==> src/rtl/sec_cfg_pkg.sv <==
// Package: shared types, field positions and the implemented-bit mask
// for the secure configuration control register.
// Assumes a fixed 32-bit word; the feature switches only remove bits.
package sec_cfg_pkg;

    localparam int REG_W  = 32;
    localparam int SYND_W = 6;
    localparam int LVL_W  = 2;
    localparam int KIND_W = 3;

    localparam logic [SYND_W-1:0] TRAP_SYND = 6'h03;

    // Field positions that neighbours decode.
    localparam int POS_NS      = 0;
    localparam int POS_IRQ_MON = 1;
    localparam int POS_FIQ_MON = 2;
    localparam int POS_ABT_MON = 3;
    localparam int POS_FIQ_WR  = 4;
    localparam int POS_ABT_WR  = 5;
    localparam int POS_NOET    = 6;
    localparam int POS_SMC_DIS = 7;
    localparam int POS_HVC_EN  = 8;
    localparam int POS_SFETCH  = 9;
    localparam int POS_WFI_TRP = 12;
    localparam int POS_WFE_TRP = 13;
    localparam int POS_ERR_TRP = 15;

    typedef enum logic [LVL_W-1:0] {
        LVL0 = 2'd0,
        LVL1 = 2'd1,
        LVL2 = 2'd2,
        LVL3 = 2'd3
    } lvl_e;

    typedef enum logic [KIND_W-1:0] {
        OUT_OK       = 3'd0,
        OUT_UNDEF    = 3'd1,
        OUT_TRAP_L2  = 3'd2,
        OUT_HYP_TRAP = 3'd3,
        OUT_TRAP_L3  = 3'd4
    } outcome_e;

    // Builds the mask of bits that hold state, given the feature switches.
    function automatic logic [REG_W-1:0] impl_mask(input bit has_l2,
                                                   input bit has_err,
                                                   input bit has_et);
        logic [REG_W-1:0] m;
        m = '0;
        m[POS_NS]      = 1'b1;
        m[POS_IRQ_MON] = 1'b1;
        m[POS_FIQ_MON] = 1'b1;
        m[POS_ABT_MON] = 1'b1;
        m[POS_FIQ_WR]  = 1'b1;
        m[POS_ABT_WR]  = 1'b1;
        m[POS_NOET]    = has_et;
        m[POS_SMC_DIS] = 1'b1;
        m[POS_HVC_EN]  = has_l2;
        m[POS_SFETCH]  = 1'b1;
        m[POS_WFI_TRP] = 1'b1;
        m[POS_WFE_TRP] = 1'b1;
        m[POS_ERR_TRP] = has_err;
        return m;
    endfunction

    function automatic bit is_trap(input outcome_e k);
        return (k == OUT_TRAP_L2) || (k == OUT_HYP_TRAP) || (k == OUT_TRAP_L3);
    endfunction

endpackage

==> src/rtl/sec_cfg_access_chk.sv <==
// Module: privilege check for one access to the configuration register.
// Purely combinational; assumes the caller registers the verdict.
// Level 3 is accepted, levels 0 and 2 are undefined, and level 1 walks
// an ordered list of trap rules whose first match wins.
module sec_cfg_access_chk
    import sec_cfg_pkg::*;
(
    input  lvl_e     acc_lvl,
    input  logic     hyp_t1,
    input  logic     l2_enabled,
    input  logic     l2_narrow,
    input  logic     l3_narrow,
    input  logic     mon_ns,
    input  logic     mon_eel2,
    output outcome_e verdict
);

    logic rule_l2_wide_t1;
    logic rule_l2_narrow_t1;
    logic rule_mon_pair;
    logic rule_l3_wide;

    // Evaluates each level 1 rule on its own.
    always_comb begin
        rule_l2_wide_t1   = l2_enabled && !l2_narrow && hyp_t1;
        rule_l2_narrow_t1 = l2_enabled &&  l2_narrow && hyp_t1;
        rule_mon_pair     = !l2_narrow && !mon_ns && mon_eel2;
        rule_l3_wide      = !l3_narrow && !mon_ns;
    end

    // Picks the outcome by level, with the level 1 rules in priority order.
    always_comb begin
        verdict = OUT_UNDEF;
        unique case (acc_lvl)
            LVL3: verdict = OUT_OK;
            LVL1: begin
                if (rule_l2_wide_t1)        verdict = OUT_TRAP_L2;
                else if (rule_l2_narrow_t1) verdict = OUT_HYP_TRAP;
                else if (rule_mon_pair)     verdict = OUT_TRAP_L2;
                else if (rule_l3_wide)      verdict = OUT_TRAP_L3;
                else                        verdict = OUT_UNDEF;
            end
            default: verdict = OUT_UNDEF;
        endcase
    end

endmodule

==> src/rtl/sec_cfg_store.sv <==
// Module: storage of the configuration word.
// One flop per implemented bit, built by a generate loop over the mask;
// masked bits are constant zero. The non-secure bit refuses a 0-to-1
// step while TGE is set. Assumes wr_en is already privilege-qualified.
module sec_cfg_store
    import sec_cfg_pkg::*;
#(
    parameter bit HAS_L2  = 1'b1,
    parameter bit HAS_ERR = 1'b1,
    parameter bit HAS_ET  = 1'b1
) (
    input  logic             clk,
    input  logic             rst_n,
    input  logic             wr_en,
    input  logic [REG_W-1:0] wdata,
    input  logic             tge,
    output logic [REG_W-1:0] word_q
);

    localparam logic [REG_W-1:0] WMASK = impl_mask(HAS_L2, HAS_ERR, HAS_ET);

    // Reserved write bits are deliberately dropped.
    logic unused_wbits;
    assign unused_wbits = ^(wdata & ~WMASK);

    for (genvar b = 0; b < REG_W; b++) begin : g_bit
        if (!WMASK[b]) begin : g_res
            assign word_q[b] = 1'b0;
        end else if (b == POS_NS) begin : g_ns
            logic q;
            // Holds the non-secure bit; blocks a rise while TGE is set.
            always_ff @(posedge clk) begin
                if (!rst_n)
                    q <= 1'b0;
                else if (wr_en && !(tge && !q && wdata[b]))
                    q <= wdata[b];
            end
            assign word_q[b] = q;
        end else begin : g_fld
            logic q;
            // Holds one ordinary field bit.
            always_ff @(posedge clk) begin
                if (!rst_n)
                    q <= 1'b0;
                else if (wr_en)
                    q <= wdata[b];
            end
            assign word_q[b] = q;
        end
    end

    assert_ns_guard_R7: assert property (@(posedge clk) disable iff (!rst_n)
        (wr_en && tge && !word_q[POS_NS]) |=> !word_q[POS_NS])
        else $error("non-secure bit rose while TGE set");

    assert_write_loads_R2: assert property (@(posedge clk) disable iff (!rst_n)
        (wr_en && wdata[POS_SMC_DIS]) |=> word_q[POS_SMC_DIS])
        else $error("accepted write did not load field");

endmodule

==> src/rtl/sec_cfg_resp_reg.sv <==
// Module: registers the access outcome, syndrome and read data.
// Assumes one strobe per access; the response lasts one cycle and all
// response fields return to zero when no access is pending.
module sec_cfg_resp_reg
    import sec_cfg_pkg::*;
(
    input  logic              clk,
    input  logic              rst_n,
    input  logic              req_valid,
    input  logic              req_read,
    input  outcome_e          verdict,
    input  logic [REG_W-1:0]  word,
    output logic              resp_valid,
    output outcome_e          resp_kind,
    output logic [SYND_W-1:0] resp_synd,
    output logic [REG_W-1:0]  rdata
);

    // Captures the result of the access presented in this cycle.
    always_ff @(posedge clk) begin
        if (!rst_n) begin
            resp_valid <= 1'b0;
            resp_kind  <= OUT_OK;
            resp_synd  <= '0;
            rdata      <= '0;
        end else begin
            resp_valid <= req_valid;
            if (req_valid) begin
                resp_kind <= verdict;
                resp_synd <= is_trap(verdict) ? TRAP_SYND : '0;
                rdata     <= (verdict == OUT_OK && req_read) ? word : '0;
            end else begin
                resp_kind <= OUT_OK;
                resp_synd <= '0;
                rdata     <= '0;
            end
        end
    end

endmodule

==> src/rtl/sec_cfg_reg.sv <==
// Module: top of the secure configuration control register.
// Combines the privilege check, the word storage and the response
// register. Writes land at the same edge that captures the outcome.
// Assumes acc_valid is a single-cycle strobe per access.
module sec_cfg_reg
    import sec_cfg_pkg::*;
#(
    parameter bit HAS_L2  = 1'b1,
    parameter bit HAS_ERR = 1'b1,
    parameter bit HAS_ET  = 1'b1
) (
    input  logic              clk,
    input  logic              rst_n,
    input  logic              acc_valid,
    input  logic              acc_write,
    input  logic [LVL_W-1:0]  cur_el,
    input  logic [REG_W-1:0]  wdata,
    input  logic              hyp_t1,
    input  logic              hyp_tge,
    input  logic              l2_enabled,
    input  logic              l2_narrow,
    input  logic              l3_narrow,
    input  logic              mon_ns,
    input  logic              mon_eel2,
    output logic              resp_valid,
    output logic [KIND_W-1:0] resp_kind,
    output logic [SYND_W-1:0] resp_synd,
    output logic [REG_W-1:0]  rdata,
    output logic [REG_W-1:0]  cfg_word
);

    outcome_e verdict;
    outcome_e kind_q;
    logic     wr_ok;

    sec_cfg_access_chk u_chk (
        .acc_lvl    (lvl_e'(cur_el)),
        .hyp_t1     (hyp_t1),
        .l2_enabled (l2_enabled),
        .l2_narrow  (l2_narrow),
        .l3_narrow  (l3_narrow),
        .mon_ns     (mon_ns),
        .mon_eel2   (mon_eel2),
        .verdict    (verdict)
    );

    // Qualifies a write with an accepted verdict.
    always_comb wr_ok = acc_valid && acc_write && (verdict == OUT_OK);

    sec_cfg_store #(
        .HAS_L2  (HAS_L2),
        .HAS_ERR (HAS_ERR),
        .HAS_ET  (HAS_ET)
    ) u_store (
        .clk    (clk),
        .rst_n  (rst_n),
        .wr_en  (wr_ok),
        .wdata  (wdata),
        .tge    (hyp_tge),
        .word_q (cfg_word)
    );

    sec_cfg_resp_reg u_resp (
        .clk        (clk),
        .rst_n      (rst_n),
        .req_valid  (acc_valid),
        .req_read   (!acc_write),
        .verdict    (verdict),
        .word       (cfg_word),
        .resp_valid (resp_valid),
        .resp_kind  (kind_q),
        .resp_synd  (resp_synd),
        .rdata      (rdata)
    );

    assign resp_kind = kind_q;

    assert_rejected_stable_R8: assert property (@(posedge clk) disable iff (!rst_n)
        (acc_valid && cur_el != 2'd3) |=> $stable(cfg_word))
        else $error("rejected access changed the word");

    assert_resp_follows_R9: assert property (@(posedge clk) disable iff (!rst_n)
        acc_valid |=> resp_valid)
        else $error("response missing after strobe");

    assert_resp_idle_R9: assert property (@(posedge clk) disable iff (!rst_n)
        !acc_valid |=> !resp_valid)
        else $error("response without strobe");

    assert_low_levels_undef_R4: assert property (@(posedge clk) disable iff (!rst_n)
        (acc_valid && (cur_el == 2'd0 || cur_el == 2'd2)) |=> resp_kind == 3'd1)
        else $error("level 0/2 access not undefined");

    assert_first_rule_wins_R5: assert property (@(posedge clk) disable iff (!rst_n)
        (acc_valid && cur_el == 2'd1 && l2_enabled && !l2_narrow && hyp_t1)
        |=> resp_kind == 3'd2)
        else $error("top priority rule lost");

    assert_trap_syndrome_R6: assert property (@(posedge clk) disable iff (!rst_n)
        (resp_valid && resp_kind >= 3'd2) |-> resp_synd == 6'h03)
        else $error("trap without syndrome");

    assert_rejected_rdata_R8: assert property (@(posedge clk) disable iff (!rst_n)
        (resp_valid && resp_kind != 3'd0) |-> rdata == '0)
        else $error("rejected access returned data");

endmodule

==> config.mk <==
export PLATFORM = sky130hd
export DESIGN_NAME = sec_cfg_reg
export DESIGN_NICKNAME = d
export VERILOG_FILES = /design/src/rtl/sec_cfg_pkg.sv /design/src/rtl/sec_cfg_access_chk.sv /design/src/rtl/sec_cfg_store.sv /design/src/rtl/sec_cfg_resp_reg.sv /design/src/rtl/sec_cfg_reg.sv
export SDC_FILE = /design/constraint.sdc
export NUM_CORES = 1
export LEC_CHECK = 0
export ABC_AREA = 1
export BUFFER_PORTS_ARGS = -buffer_cell sky130_fd_sc_hd__buf_2
export CAP_MARGIN = 20
export CORE_ASPECT_RATIO = 1.75
export CORE_MARGIN = 8
export CORE_UTILIZATION = 35
export DETAILED_ROUTE_END_ITERATION = 8
export PLACE_DENSITY = 0.76
export SYNTH_ARGS = -nofsm -noshare
export SYNTH_HDL_FRONTEND = slang
export SYNTH_SLANG_ARGS = --single-unit
==> constraint.sdc <==
create_clock -name clk -period 0.9 [get_ports clk]
set_clock_uncertainty 0.2 [all_clocks]
set_input_delay 0.18 -clock clk [delete_from_list [all_inputs] [get_ports clk]]
set_output_delay 0.18 -clock clk [all_outputs]
set_load 0.005 [all_outputs]
Word-level counts from Yosys, hierarchy flattened
Index checks and enable logic that the tools add are counted.
{"block": "totals", "regBits": 55, "inputBits": 45, "out_inout_bits": 74, "wordCells": 53}
{"block": "op_classes", "eq_ne": 5, "n_mux": 6, "n_reduce_logical": 24}
{"operator": "$logic_and A1 B1 Y1", "n": 13}
{"operator": "$mux W3", "n": 4}
{"operator": "$eq A3 B2 Y1 const B", "n": 2}
{"operator": "$logic_not A1 Y1", "n": 6}
{"operator": "$pmux W3 S2", "n": 1}
{"operator": "$eq A3 B3 Y1 const B", "n": 1}
{"operator": "$logic_not A3 Y1", "n": 1}
{"operator": "$reduce_and A3 Y1", "n": 1}
{"operator": "$eq A2 B1 Y1 const B", "n": 1}
{"operator": "$eq A2 B2 Y1 const B", "n": 1}
{"operator": "$logic_or A1 B1 Y1", "n": 2}
{"operator": "$mux W2", "n": 1}
{"operator": "$reduce_and A2 Y1", "n": 1}

Longest topological paths before layout
{"block": "depth", "ltp_word": 11, "mapped_depth": 6, "mapped_depth_nobuf": 6}

Modules after synthesis
A second synthesis with hierarchy kept.
{"block": "hier_totals", "cells_unflattened": 239, "area_unflattened_um2": 2030.7}
{"mod": "sec_cfg_resp_reg", "instances": 1, "cells_per_inst": 125, "area_each_um2": 1229.9, "seq_area_each_um2": 740.7}
{"mod": "sec_cfg_store", "instances": 1, "cells_per_inst": 92, "area_each_um2": 711.9, "seq_area_each_um2": 260.2}
{"mod": "sec_cfg_access_chk", "instances": 1, "cells_per_inst": 15, "area_each_um2": 61.3, "seq_area_each_um2": 0.0}
{"mod": "sec_cfg_reg", "instances": 1, "cells_per_inst": 7, "area_each_um2": 27.5, "seq_area_each_um2": 0.0}

Worst setup path before layout
OpenSTA, ideal clock, no wires.
{"block": "synth_path", "path_kind": "in2reg", "startpoint": "input cur_el[0]", "endpoint": "register u_store.g_bit[0].g_ns.q", "setup_ps": 114, "t_arrival_ps": 684, "t_required_ps": 586, "setup_slack_ps": -99, "path_stages": 6, "n_path_buf": 1, "path_cell_list": "nand2_1 -> inv_2 -> nand3_4 -> buf_6 -> o21ai_1 -> nor2_1"}
{"block": "synth_via", "elab_chain_cells": 5, "elab_cells_between_ends": 6, "classes_between": "eq/ne: 2; mux: 1; reduce/logical: 3"}
{"item": "start: declaration", "line_no": "sec_cfg_reg.sv:16", "text": "input logic [LVL_W-1:0] cur_el,"}
{"item": "$eq A2 B1 Y1 / $eq A2 B2 Y1 (equally long branches)", "line_no": "sec_cfg_access_chk.sv:34", "text": "unique case (acc_lvl)"}
{"item": "$pmux W3 S2 *", "line_no": "sec_cfg_access_chk.sv:34"}
{"item": "$logic_not A3 Y1 *", "line_no": "sec_cfg_reg.sv:48", "text": "always_comb wr_ok = acc_valid && acc_write && (verdict == OUT_OK);"}
{"item": "$logic_and A1 B1 Y1 *", "line_no": "sec_cfg_reg.sv:48"}
{"item": "$logic_and A1 B1 Y1 *", "line_no": "sec_cfg_store.sv:35", "text": "else if (wr_en && !(tge && !q && wdata[b]))"}
{"item": "end signal: assignment", "line_no": "sec_cfg_store.sv:36", "text": "q <= wdata[b];"}
{"item": "end: declaration", "line_no": "sec_cfg_store.sv:30", "text": "logic q;"}
Mark *: on every way between the ends. The rest lies on a longest branch, timed or not.
A chain may end at the register's enable or synchronous reset.

Final worst setup path
{"block": "layout_path", "startpoint": "register u_store.g_bit[8].g_fld.q", "endpoint": "output cfg_word[8]"}
{"item": "start: declaration", "line_no": "sec_cfg_store.sv:40", "text": "logic q;"}
{"item": "start signal: assignment", "line_no": "sec_cfg_store.sv:46", "text": "q <= wdata[b];"}
{"item": "end: declaration", "line_no": "sec_cfg_reg.sv:29", "text": "output logic [REG_W-1:0] cfg_word"}
No word-level cell between the ends.

==> out/metrics.yaml <==
global_route:
  antenna_found_initial: 0
  grt_use_total: 0.102
  grt_max_degree: 14
  use_met2: 0.191
  grt_use_met3: 0.0252
  gr-total-overflow: 0
  busiest_layer: "met2"
  grt_pass1_vias: 1206
  grt_first_pass_wirelength_um: 5320
  use_met1: 0.0966
clock_network:
  worstSkewPairLatency_ns: 0.27
  cts-root-buf: "clkbuf_8"
  cts.clk_slew.worst_paths_ns: 0.07
  cts_tree: "done"
  clock_sinks: 31
  numCtsBuffers: 5
  clock_path_buffers: 2
  ctsHtreeMaxLevel: 2
sta:
  fmax_mhz: 912
  slew_viol_final: 0
  setup_ws_ns: -0.196
  whs_ns: -0.0491
  rsz0062_at_grt: "true"
  setup_viol: 32
  fin_crit_ns: 1.10
  post-route-period-util: 1.22
  hold_viol: 12
floorplan:
  ios: 119
  dieArea_um2: 6630
  fp-row-count: 31
  core_um2: 4110
  start_util: 0.359
  die_x_um: 65.1
  die_y_um: 102
drt:
  dr.pass1.iters: 4
  vias: 1152
  drc_errors: 0
  antenna_left: 0
  drt_iter0_drc: 13
  detail_route.vias_per_cell: 4.10
  finalWirelength_um: 3690
  wl_per_cell_um: 13.1
power_and_ir_drop:
  ir_drop_mv: 1.03
  netSwitchingPower_uw: 698
  p_comb_frac: 0.125
  leakage_nw: 0.940
  swShare: 0.250
  totalPowerFinal_mw: 2.79
  clkPwrFrac: 0.367
  power.density_nw_per_um2: 1450
  seqPwrFrac: 0.508
  p_int_mw: 2.10
worst_setup_path:
  worstPathArrival_ns: 0.72
  rrSetupSlack_ns: 0.03
  slowest_stage: "dfxtp_2"
  cp.required_ns: 0.52
  critPathTopFamily: "flip-flops"
  crit_chain: "buf_6"
  slowest_delay_ns: 0.33
  path_buf_inv: 1
  path_max_fanout: 2
  critical_path_class: "flop to primary output"
  start_kind: "flop"
  crit_path_end_kind: "primary output"
synthesis:
  synthCells: 172
  ys_seq_area_frac: 0.421
  avgSynthCellArea_um2: 8.58
  synth_warnings: 0
  synth_cell_types: 19
  synth_area_um2: 1480
  ys_ff_latch: 31
place:
  dp_hpwl_um: 2600
  gp_congestion: 0.750
  placed_area_um2: 1600
  io_buffers: 57
run_status:
  violations: "hold timing, setup timing"
  status: "finished with violations"
layout:
  fill_cells: 432
  fin_nets: 276
  antennaDiodeCount: 0
  area_growth_pct: 31.0
  fin_area_um2: 1930
  drive_gt1_frac: 0.517
run:
  cap_violations: 0
hold_path:
  hold_class: "input pin to flop"
worst paths after layout:
path	startpoint	cells after the start	end
max reg2reg	u_store.g_bit[2].g_fld.q$_SDFFE_PN0P_	3	u_store.g_bit[2].g_fld.q$_SDFFE_PN0P_
min reg2reg	u_store.g_bit[15].g_fld.q$_SDFFE_PN0P_	2	u_resp.rdata[15]$_SDFF_PN0_
min	wdata[0]	3	u_store.g_bit[0].g_ns.q$_SDFFE_PN0P_
max	u_store.g_bit[8].g_fld.q$_SDFFE_PN0P_	1	cfg_word[8]
layer usage:
layer / routed length (µm) / share of wire
met1: 1210 / 0.33
met4: 86 / 0.023
met2: 2110 / 0.57
met5: 0 / 0
met3: 281 / 0.076
power by group through the flow:
stage / clock network [mW] / registers, mW / logic (mW)
floorplan: 0 / 1.44 / 0.298
global placement: 0 / 1.44 / 0.263
detailed placement: 0 / 1.44 / 0.269
CTS: 1.05 / 1.42 / 0.300
global route: 1.11 / 1.42 / 0.391
finish: 1.03 / 1.42 / 0.349
registers in the layout, summed over array words and instances (netlist names):
signal and count:
u_resp.resp_valid 1, u_store.g_bit.g_ns.q 1, u_store.g_bit.g_fld.q 12, u_resp.resp_kind 3, u_resp.resp_synd 1, u_resp.rdata 13
tightest hold or removal path, stage by stage:
cell	delay [ns]
buf_2	0.08
o21ai_1	0.05
nor2_1	0.09
stage by stage:
stage	TNS [ns]	setup slack, ns	util	hold slack (ns)	cells
3_3_place_gp	-7.91	-0.360	0.389	0.207	266
6_report	-5.54	-0.196	0.470	-0.0491	281
3_5_place_dp	-8.49	-0.402	0.389	0.215	266
2_1_floorplan	-0.542	-0.0769	-	0.0756	213
5_1_grt	-6.33	-0.223	0.470	-0.0240	281
4_1_cts	-5.86	-0.203	0.433	-0.0737	277
synthesized netlist by cell type:
library cell | instances | area share
inv_1 | 16 | 0.041
dfxtp_1 | 31 | 0.42
inv_2 | 1 | 0.0025
buf_4 | 56 | 0.28
nor2_4 | 1 | 0.0076
nor2_2 | 10 | 0.042
o21ai_0 | 5 | 0.017
nand2_1 | 8 | 0.020
nand3_4 | 1 | 0.012
o22ai_1 | 1 | 0.0042
o21ai_1 | 7 | 0.024
conb_1 | 1 | 0.0025
o21ai_2 | 1 | 0.0059
nor2_1 | 13 | 0.033
buf_2 | 1 | 0.0034
buf_6 | 3 | 0.023
nand3_1 | 1 | 0.0034
a21oi_1 | 13 | 0.044
nand2_2 | 2 | 0.0085
final cells by class:
class                      count  area [µm²]  share of cell area
multi-input combinational    108         576               0.298
timing repair buffer          68         497               0.257
clock inverter                 1        5.00             0.00259
tap                           49        61.3              0.0317
sequential                    31         642               0.332
clock buffer                   7        76.3              0.0395
inverter                      17        76.3              0.0395
cell usage in the layout (no fill, tap or decap), types with 2 or more instances in the layout:
cell type / count
buf_4: 11
nor2_1: 8
nand2_1: 7
nor2_2: 15
nand3_4: 3
o21ai_1: 11
buf_6: 15
clkbuf_8: 5
a21oi_1: 13
clkbuf_1: 2
dfxtp_2: 17
dfxtp_1: 14
nand3_2: 2
inv_1: 14
inv_2: 2
conb_1: 42
buf_2: 40
cell families (layout without fill, tap and decap cells):
group           Yosys count  after routing  synth area share
compound gates           27             27            0.0950
buf+inv                  77             93             0.355
flops                    31             31             0.421
other cells               1             42           0.00254
simple gates             36             39             0.127
what timing repair did:
item                                    4_1_cts  5_1_grt
resized for setup                            22       34
hold endpoints to repair                     12        7
setup buffers                                 1        3
pin swaps                                     0        6
gates cloned                                  2        2
endpoints found under the setup margin       45       49
Note: power is estimated with default switching activity, not from simulation.
